## src/rtl/xlat_pkg.sv

```systemverilog
package xlat_pkg;
    typedef enum logic [1:0] {
        ACC_READ  = 2'd0,
        ACC_WRITE = 2'd1,
        ACC_FETCH = 2'd2,
        ACC_RSVD  = 2'd3
    } acc_kind_e;

    typedef enum logic [1:0] {
        F_NONE    = 2'd0,
        F_BOUND   = 2'd1,
        F_INVALID = 2'd2,
        F_RIGHTS  = 2'd3
    } fault_e;

    // order matches entry bits 3:1
    typedef struct packed {
        logic x;
        logic w;
        logic r;
    } perm_t;
endpackage

```

## src/rtl/xlat_perm.sv

```systemverilog
module xlat_perm
    import xlat_pkg::*;
(
    input  acc_kind_e kind,
    input  perm_t     perm,
    output logic      ok
);
    always_comb begin
        case (kind)
            ACC_READ:  ok = perm.r;
            ACC_WRITE: ok = perm.w;
            ACC_FETCH: ok = perm.x;
            default:   ok = 1'b0;
        endcase
    end
endmodule

```

## src/rtl/xlat_ctr.sv

```systemverilog
module xlat_ctr #(
    parameter int W = 16
) (
    input  logic         clk,
    input  logic         rst_n,
    input  logic         inc,
    output logic [W-1:0] count
);
    typedef struct packed {
        logic [W-1:0] n;
    } ctr_t;

    ctr_t cnt_d, cnt_q;

    always_comb begin
        cnt_d = cnt_q;
        if (inc) cnt_d.n = cnt_q.n + 1'b1;
    end

    always_ff @(posedge clk) begin
        if (!rst_n) cnt_q <= '0;
        else        cnt_q <= cnt_d;
    end

    assign count = cnt_q.n;


    ctr_hold_chk: assert property (@(posedge clk) disable iff (!rst_n)
        !inc |=> $stable(count));

    ctr_step_chk: assert property (@(posedge clk) disable iff (!rst_n)
        inc |=> count == $past(count) + 1'b1);
endmodule

```

## src/rtl/xlat_cam.sv

```systemverilog
module xlat_cam
    import xlat_pkg::*;
#(
    parameter int ENTRIES = 16,
    parameter int VPN_W   = 20,
    parameter int PFN_W   = 20
) (
    input  logic             clk,
    input  logic             rst_n,
    input  logic             flush,
    input  logic [VPN_W-1:0] lk_vpn,
    output logic             lk_hit,
    output logic [PFN_W-1:0] lk_pfn,
    output perm_t            lk_perm,
    input  logic             ins_en,
    input  logic [VPN_W-1:0] ins_vpn,
    input  logic [PFN_W-1:0] ins_pfn,
    input  perm_t            ins_perm
);
    localparam int IDX_W = (ENTRIES > 1) ? $clog2(ENTRIES) : 1;
    localparam logic [IDX_W-1:0] LAST = IDX_W'(ENTRIES - 1);

    typedef struct packed {
        logic             v;
        logic [VPN_W-1:0] vpn;
        logic [PFN_W-1:0] pfn;
        perm_t            perm;
    } ent_t;

    typedef struct packed {
        ent_t [ENTRIES-1:0] ent;
        logic [IDX_W-1:0]   rr;
    } cam_t;

    cam_t cam_d, cam_q;
    logic [ENTRIES-1:0] match;

    for (genvar g = 0; g < ENTRIES; g++) begin : g_cmp
        assign match[g] = cam_q.ent[g].v && (cam_q.ent[g].vpn == lk_vpn) && !flush;
    end

    always_comb begin
        lk_pfn  = '0;
        lk_perm = '0;
        for (int i = 0; i < ENTRIES; i++) begin
            if (match[i]) begin
                lk_pfn  = lk_pfn | cam_q.ent[i].pfn;
                lk_perm = lk_perm | cam_q.ent[i].perm;
            end
        end
    end
    assign lk_hit = |match;

    always_comb begin
        cam_d = cam_q;
        if (flush) begin
            for (int i = 0; i < ENTRIES; i++) cam_d.ent[i].v = 1'b0;
        end else if (ins_en) begin
            cam_d.ent[cam_q.rr] = '{v: 1'b1, vpn: ins_vpn, pfn: ins_pfn, perm: ins_perm};
            cam_d.rr = (cam_q.rr == LAST) ? '0 : cam_q.rr + 1'b1;
        end
    end

    always_ff @(posedge clk) begin
        if (!rst_n) cam_q <= '0;
        else        cam_q <= cam_d;
    end


    single_match_chk: assert property (@(posedge clk) disable iff (!rst_n)
        $onehot0(match));

    flush_empty_chk: assert property (@(posedge clk) disable iff (!rst_n)
        flush |=> !lk_hit);
endmodule

```

## src/rtl/xlat_unit.sv

```systemverilog
module xlat_unit
    import xlat_pkg::*;
#(
    parameter int VA_W    = 32,
    parameter int PA_W    = 32,
    parameter int OFF_W   = 12,
    parameter int ENTRIES = 16,
    parameter int CNT_W   = 16
) (
    input  logic                   clk,
    input  logic                   rst_n,
    input  logic                   flush,
    input  logic [PA_W-1:0]        pt_base,
    input  logic [VA_W-OFF_W:0]    pt_len,
    input  logic                   req_valid,
    output logic                   req_ready,
    input  logic [VA_W-1:0]        req_vaddr,
    input  logic [1:0]             req_kind,
    output logic                   rsp_valid,
    output logic [PA_W-1:0]        rsp_paddr,
    output logic [1:0]             rsp_fault,
    output logic                   pt_rd_valid,
    output logic [PA_W-1:0]        pt_rd_addr,
    input  logic                   pt_rd_done,
    input  logic [PA_W-1:0]        pt_rd_data,
    output logic [CNT_W-1:0]       hit_count,
    output logic [CNT_W-1:0]       miss_count
);
    localparam int VPN_W = VA_W - OFF_W;
    localparam int PFN_W = PA_W - OFF_W;

    typedef enum logic {S_IDLE, S_WALK} st_e;

    typedef struct packed {
        st_e              st;
        logic [VPN_W-1:0] vpn;
        logic [OFF_W-1:0] off;
        acc_kind_e        kind;
        logic             rv;
        logic [PA_W-1:0]  pa;
        fault_e           flt;
        logic [PA_W-1:0]  ptaddr;
    } unit_t;

    unit_t u_d, u_q;

    logic [VPN_W-1:0] req_vpn;
    logic [OFF_W-1:0] req_off;
    acc_kind_e        req_k;
    logic             lk_hit, lk_ok, wk_ok;
    logic [PFN_W-1:0] lk_pfn;
    perm_t            lk_perm, wk_perm;
    logic [PFN_W-1:0] wk_pfn;
    logic             wk_valid;
    logic             ins_en, hit_inc, miss_inc, accept, in_range;
    logic             unused_bits;

    assign req_vpn  = req_vaddr[VA_W-1:OFF_W];
    assign req_off  = req_vaddr[OFF_W-1:0];
    assign req_k    = acc_kind_e'(req_kind);
    assign wk_pfn   = pt_rd_data[PA_W-1:OFF_W];
    assign wk_perm  = pt_rd_data[3:1];
    assign wk_valid = pt_rd_data[0];
    assign unused_bits = ^pt_rd_data[OFF_W-1:4];
    assign accept   = req_valid && (u_q.st == S_IDLE);
    assign in_range = {1'b0, req_vpn} < pt_len;

    xlat_cam #(.ENTRIES(ENTRIES), .VPN_W(VPN_W), .PFN_W(PFN_W)) u_cam (
        .clk(clk), .rst_n(rst_n), .flush(flush),
        .lk_vpn(req_vpn), .lk_hit(lk_hit), .lk_pfn(lk_pfn), .lk_perm(lk_perm),
        .ins_en(ins_en), .ins_vpn(u_q.vpn), .ins_pfn(wk_pfn), .ins_perm(wk_perm)
    );

    xlat_perm u_lk_perm (.kind(req_k),    .perm(lk_perm), .ok(lk_ok));
    xlat_perm u_wk_perm (.kind(u_q.kind), .perm(wk_perm), .ok(wk_ok));

    xlat_ctr #(.W(CNT_W)) u_hits   (.clk(clk), .rst_n(rst_n), .inc(hit_inc),  .count(hit_count));
    xlat_ctr #(.W(CNT_W)) u_misses (.clk(clk), .rst_n(rst_n), .inc(miss_inc), .count(miss_count));

    always_comb begin
        u_d      = u_q;
        u_d.rv   = 1'b0;
        ins_en   = 1'b0;
        hit_inc  = 1'b0;
        miss_inc = 1'b0;
        case (u_q.st)
            S_IDLE: begin
                if (req_valid) begin
                    u_d.vpn  = req_vpn;
                    u_d.off  = req_off;
                    u_d.kind = req_k;
                    if (!in_range) begin
                        u_d.rv  = 1'b1;
                        u_d.flt = F_BOUND;
                        u_d.pa  = '0;
                    end else if (lk_hit) begin
                        hit_inc = 1'b1;
                        u_d.rv  = 1'b1;
                        u_d.flt = lk_ok ? F_NONE : F_RIGHTS;
                        u_d.pa  = lk_ok ? {lk_pfn, req_off} : '0;
                    end else begin
                        miss_inc   = 1'b1;
                        u_d.st     = S_WALK;
                        u_d.ptaddr = pt_base + (PA_W'(req_vpn) << 2);
                    end
                end
            end
            default: begin
                if (pt_rd_done) begin
                    u_d.st = S_IDLE;
                    u_d.rv = 1'b1;
                    if (!wk_valid) begin
                        u_d.flt = F_INVALID;
                        u_d.pa  = '0;
                    end else begin
                        ins_en  = 1'b1;
                        u_d.flt = wk_ok ? F_NONE : F_RIGHTS;
                        u_d.pa  = wk_ok ? {wk_pfn, u_q.off} : '0;
                    end
                end
            end
        endcase
    end

    always_ff @(posedge clk) begin
        if (!rst_n) u_q <= '0;
        else        u_q <= u_d;
    end

    assign req_ready   = (u_q.st == S_IDLE);
    assign rsp_valid   = u_q.rv;
    assign rsp_paddr   = u_q.pa;
    assign rsp_fault   = u_q.flt;
    assign pt_rd_valid = (u_q.st == S_WALK);
    assign pt_rd_addr  = u_q.ptaddr;


    walk_hold_chk: assert property (@(posedge clk) disable iff (!rst_n)
        (pt_rd_valid && !pt_rd_done) |=> (pt_rd_valid && $stable(pt_rd_addr)));

    bound_fault_chk: assert property (@(posedge clk) disable iff (!rst_n)
        (accept && !in_range) |=> (rsp_valid && rsp_fault == F_BOUND && !pt_rd_valid));

    hit_fast_chk: assert property (@(posedge clk) disable iff (!rst_n)
        (accept && in_range && lk_hit) |=> (rsp_valid && !pt_rd_valid));

    fault_zero_chk: assert property (@(posedge clk) disable iff (!rst_n)
        (rsp_valid && rsp_fault != F_NONE) |-> (rsp_paddr == '0));

    walk_start_chk: assert property (@(posedge clk) disable iff (!rst_n)
        $rose(pt_rd_valid) |-> $past(accept));
endmodule

```

## config.mk

```make
export PLATFORM = sky130hd
export DESIGN_NAME = xlat_unit
export DESIGN_NICKNAME = d
export VERILOG_FILES = /design/src/rtl/xlat_pkg.sv /design/src/rtl/xlat_perm.sv /design/src/rtl/xlat_ctr.sv /design/src/rtl/xlat_cam.sv /design/src/rtl/xlat_unit.sv
export SDC_FILE = /design/constraint.sdc
export NUM_CORES = 2
export LEC_CHECK = 0
export BUFFER_PORTS_ARGS = -buffer_cell sky130_fd_sc_hd__clkbuf_2
export CORE_MARGIN = 1.5
export CORE_UTILIZATION = 55
export DETAILED_ROUTE_END_ITERATION = 8
export PLACE_DENSITY = 0.76
export SYNTH_ARGS = -nofsm -noshare
export SYNTH_HDL_FRONTEND = slang
export SYNTH_SLANG_ARGS = --single-unit
export TNS_END_PERCENT = 30
```

## constraint.sdc

```tcl
create_clock -name clk -period 2.8 [get_ports clk]
set_input_delay 0.42 -clock clk [delete_from_list [all_inputs] [get_ports clk]]
set_output_delay 0.42 -clock clk [all_outputs]
set_load 0.005 [all_outputs]
```

---- Yosys cells after proc, flatten, opt, wreduce, memory -nomap -nowiden ----
Cells that the tools add are included.
operators by class
  eq/ne operators ......................... 23
  multiplexer cells ....................... 63
  order comparisons ....................... 3
  add/subtract/negate cells ............... 4
  bitwise operators ....................... 34
  reductions and logical operators ........ 43
operators by type and width
  operator               count
  $bwmux 704             1
  $eq 20x20->1           16
  $mux 20                16
  $or 20x20->20          15
  $demux 44 s4           1
  $mux 35                4
  $mux 32                4
  $mux 102               1
  $mux 3                 16
  $or 3x3->3             15
  $mux 44                1
  $mux 34                1
  $logic_and 1x1->1      33
  $add 16x1->16 const B  2
  $add 32x22->32         1
  $lt 20x21->1           1
  $reduce_or 16->1       1
  $mux 1                 13
  $pmux 1 s3             2
  $lt 4x5->1 const B     1
  $add 4x1->4 const B    1
  $eq 2x1->1 const B     2
  $eq 2x2->1 const B     2
  $eq 4x4->1 const B     1
  13 further kinds       19
storage, ports and cells
  output and inout port bits .............. 101
  word-level logic and storage cells ...... 277
  register bits ........................... 842
  input bits .............................. 124

---- Logic depth before layout (Yosys ltp) ----
  depth after elaboration ................. 40
  gate-level depth with buffers ........... 14
  mapped depth without buffers ............ 12

---- Hierarchy ----
A second synthesis with hierarchy kept.
unflattened totals
  cells, all modules ...................... 5,175
  area, all modules ....................... 41,582.4 um^2
modules (own cells, without submodules)
  module     cells an instance  area an instance (um^2)  instances  seq. area each (um^2)
  xlat_cam   4,243              34,090.2                 1          14,173.6
  xlat_unit  760                5,958.2                  1          2,042.0
  xlat_ctr   83                 744.5                    2          320.3
  xlat_perm  3                  22.5                     2          0.0

---- Worst setup path after synthesis ----
OpenSTA, ideal clock, no wires.
  path kind ............................... input-to-reg
  start point ............................. in req_vaddr[13]
  end point ............................... reg u_q (netlist bit pt_rd_addr[26])
  slack ................................... -176 ps
  data required time ...................... 2,730 ps
  buffers on the path ..................... 2
  stages on the path ...................... 13
  arrival time ............................ 2,906 ps
  setup time .............................. 70 ps
  cells stage by stage .................... buf_2 > buf_4 > inv_1 > fa_1 > nor2b_1 > o31a_1 > o21ai_0 > o211ai_1 > a41o_1 > a211oi_1 > or3_1 > xor2_1 > a21oi_1
on the way
  cells in the longest elaborated chain, start to end .. 6
  elaborated cells on any way between the ends .. 53
  those cells by class .................... 1 x add/sub; 1 x order compare; 16 x eq/ne; 1 x bitwise; 34 x reduce/logical
RTL lines
  element                                               line              source
  start, declared                                       xlat_unit.sv:17   input logic [VA_W-1:0] req_vaddr,
  branches (longest 6 deep; another with $lt 20x21->1)  -
  end signal, assigned                                  xlat_unit.sv:127  else u_q <= u_d;
  end, declared                                         xlat_unit.sv:45   unit_t u_d, u_q;
Several ways; the timed one is not identified.
A chain may end at the register's enable or synchronous reset.

---- Final worst setup path ----
  start point ............................. reg u_cam.cam_q[79] (netlist bit)
  end point ............................... reg u_q (netlist bit rsp_paddr[22])
on the way
  cells in the longest elaborated chain, start to end .. 38
  elaborated cells on any way between the ends .. 70
  those cells by class .................... 2 x eq/ne; 36 x mux; 28 x bitwise; 4 x reduce/logical
RTL lines
  element                           line              source
  start, declared                   xlat_cam.sv:35    cam_t cam_d, cam_q;
  start signal, assigned            xlat_cam.sv:66    else cam_q <= cam_d;
  $eq 20x20->1 *                    xlat_cam.sv:39    assign match[g] = cam_q.ent[g].v && (cam_q.ent[g].vpn == lk_vpn) && !flush;
  $logic_and 1x1->1 * (2 in a row)  xlat_cam.sv:39
  $mux 3                            xlat_cam.sv:46    if (match[i]) begin
  $or 3x3->3                        xlat_cam.sv:48    lk_perm = lk_perm | cam_q.ent[i].perm;
  $mux 3                            xlat_cam.sv:46
  $or 3x3->3                        xlat_cam.sv:48
  $mux 3                            xlat_cam.sv:46
  $or 3x3->3                        xlat_cam.sv:48
  (+21 left out)                    -
  $or 3x3->3                        xlat_cam.sv:48
  $mux 3                            xlat_cam.sv:46
  $pmux 1 s3                        xlat_perm.sv:9    case (kind)
  $mux 32                           xlat_unit.sv:100  u_d.pa = lk_ok ? {lk_pfn, req_off} : '0;
  $mux 35                           xlat_unit.sv:96   end else if (lk_hit) begin
  $mux 35                           xlat_unit.sv:92   if (!in_range) begin
  $mux 102                          xlat_unit.sv:88   if (req_valid) begin
  $mux 35                           xlat_unit.sv:86   case (u_q.st)
Every way passes the cells marked *; elsewhere a longest branch is shown, timed or not. The select of a mux whose other input is x is not followed.

==> results.txt <==
Met1 Track Usage GR - 47.1%
Synth Area in Adders - 1.51%
Net Sw Frac - 24.3%
Layout cells sized above 1 - 15.2%
Final wirelength - 136000 um
Skew-Pair Late Insertion Delay - 0.68 ns
Post-route cell area - 45400 um2
Worst Skew - 0.0422 ns
Mapped Avg Cell Area - 7.65 um2
Int Power - 0.0203 W
Register bit total from synthesis - 842
P_sw - 0.00649 W
Hold/Removal Path Class - input port to flip-flop
Die X - 268 um
Hpwl dp - 83200 um
GRT overflow - 0
Worst Tran Pin Value - 1.27 ns
Via density - 6.04
Synth-to-Final Area Change - 17.7%
Compound-Gate Fraction of Synth Area - 16.8%
Clock power frac - 47.0%
RSZ-0062 raised after global routing - true
Number of inserted diodes - 0
Max-Cap Viols - 0
Largest family of logic cells by synthesized area - simple AND/OR/NAND/NOR gates
Die height - 268 um
Clock Tree Buf Depth - 3
Clk root buf - clkbuf_16
Buffers on Ports - 216
Ports - 225
Post-Synth Simple-Gate Area - 23.1%
Mapped Nets - 5215
CP Capture Type - flip-flop
Clk slew on worst S/H paths - 0.06 ns
DR pass1 iterations - 7
ANT nets after route - 0
Post-layout min period - 2.80 ns
Outcome - complete, but fails checks
Pleak - 17.0 nW
Yosys warns - 0
Initial core utilization - 55.9%
Vias in the first global route - 34600
Placed cells - 6011
Failing checks - setup timing
Largest fanout on the critical path - 13
Met2 Use GR - 57.2%
Fin crit share - 100%
Seq pwr share - 45.7%
CTS tree - done
Worst EP required - 3.39 ns
Register area share after synthesis - 43.7%
GR Layer Usage met3 - 8.67%
Via count - 37400
Pins Over Slew Limit - 0
H-tree levels - 3
Final #Nets - 5356
# clock sinks - 842
Most frequent cells in the layout - 1693 x nand2_1, 840 x dfxtp_1, 797 x a21oi_1
Crit path kind - flip-flop to flip-flop
FP Rows - 96
Initial antenna violation count - 0
Final Setup Violations - 2
RePlAce Congestion - 0.970
Post-synthesis mux area share - 0.337%
All-Layer GR Usage - 36.7%
Pin count of the biggest net entering global routing - 175
First DRT Iteration DRCs - 5382
Final Non-Filler Cells - 6187
Worst EP arrival - 3.39 ns
Max IR drop VDD - 0.420 mV
Cells after synthesis - 5045
Relative slew slack - 15.2%
Commonest non-fill, non-tap cell in the layout - nand2_1
Xor/xnor share of the synthesized area - 8.04%
Synth async-reset ratio - 0%
Count of final hold-check violations - 0
Placed inst area - 41900 um2
Drt wl/cell - 22.0 um
Total CTS buffers - 87
EDFF count, synth - 0
Placeable Area - 69100 um2
Layer carrying the most global-route usage - met2
First-pass GRT wire length - 202000 um
Synth Flop Type - dfxtp_1
Yosys cell types - 74
Combinational share of power - 7.3%
Total power - 0.0268 W
Netlist Area Pre-Place - 38600 um2
PD cells - 589 nW/um2
Critical path launch point type - flip-flop
Min setup slack post-route - -0.00208 ns
DIE AREA - 71700 um2
Fmax - 357 MHz
Drt drc - 0
-- registers in the layout (all words and copies together), names as in the netlist --
register / flops
rsp_paddr: 32
u_cam.cam_q: 708
rsp_valid: 1
u_misses.count: 16
u_q: 34
pt_rd_valid: 1
pt_rd_addr: 32
u_hits.count: 16
rsp_fault: 2
-- final timing paths --
path	depth (start not counted)	from	end	slack (ns)
min reg2reg	2	pt_rd_addr[7]	pt_rd_addr[7]	0.45
min	3	pt_rd_done	pt_rd_valid	0.05
max	13	u_cam.cam_q[79]	rsp_paddr[22]	-0.002
max reg2reg	13	u_cam.cam_q[79]	rsp_paddr[22]	-0.002
-- Yosys cell counts (51+ instances only) --
master	number	area, um2
a21oi_1	797	3990
a22oi_1	160	1200
buf_4	81	608
clkbuf_1	364	1370
dfxtp_1	842	16900
inv_1	55	206
nand2_1	1709	6410
nand4_1	51	319
nor2_1	78	293
nor4_1	99	619
xnor2_1	73	639
xor2_1	281	2460
-- power groups by stage --
stage                     clock, W  sequential (W)  combinational [W]
after floorplan                  0          0.0124            0.00119
after global placement           0          0.0125            0.00185
after detailed placement         0          0.0125            0.00187
after CTS                   0.0126          0.0122            0.00191
after global routing        0.0131          0.0122            0.00209
final                       0.0126          0.0122            0.00196
-- routing by layer --
metal,part of all wire [%],up-vias
li1,-,17000
met1,38,17500
met2,44,2423
met3,13,530
met4,5.4,0
met5,0,-
-- kinds of logic (layout without fill, tap and decap cells) --
family | after synthesis | after routing
XOR/XNOR | 354 | 354
AND/OR/NAND/NOR | 2131 | 2131
flip-flops | 842 | 842
adder cells (fa/ha/maj) | 46 | 46
multiplexers | 13 | 13
buffers and inverters | 549 | 760
AO/OA/AOI/OAI | 1110 | 1110
-- stage by stage --
stage	util (%)	worst slack, ns	TNS, ns	hold WS (ns)
CTS	65.5	0.0158	0	0.0337
global placement	60.7	-0.494	-38.73	0.437
finish	65.8	-0.00208	-0.00221	0.0545
detailed placement	60.7	-0.508	-41.40	0.442
floorplan	-	0.0199	0	0.429
global route	65.8	-0.0593	-0.850	0.0713
-- critical path: stages, from the launching register on --
cell and delay (ns):
dfxtp_1 0.33, xor2_1 0.16, nor4_2 0.30, buf_4 0.16
nand4_1 0.17, buf_4 0.20, nor2_2 0.11, buf_6 0.16
a22o_1 0.14, a221oi_2 0.05, a41oi_2 0.29, o2111ai_4 0.23
buf_12 0.24, o211ai_2 0.16
-- what timing repair did --
action	in CTS	in global routing
resized for setup	2	39
setup buffers	0	3
endpoints found under the hold margin	14	0
hold buffers	14	0
gates cloned	0	0
pin swaps	0	7
setup endpoints to repair	3	94
-- area by class of cell --
class,count,area [um2]
well taps,931,1160
clock buffers,126,2620
multi-input cells,3654,19600
clock inverters,33,532
repair buffers,545,4440
fillers,5618,23600
inverters,56,218
flip-flops and latches,842,16900
Note: power is estimated with default switching activity, not from simulation.
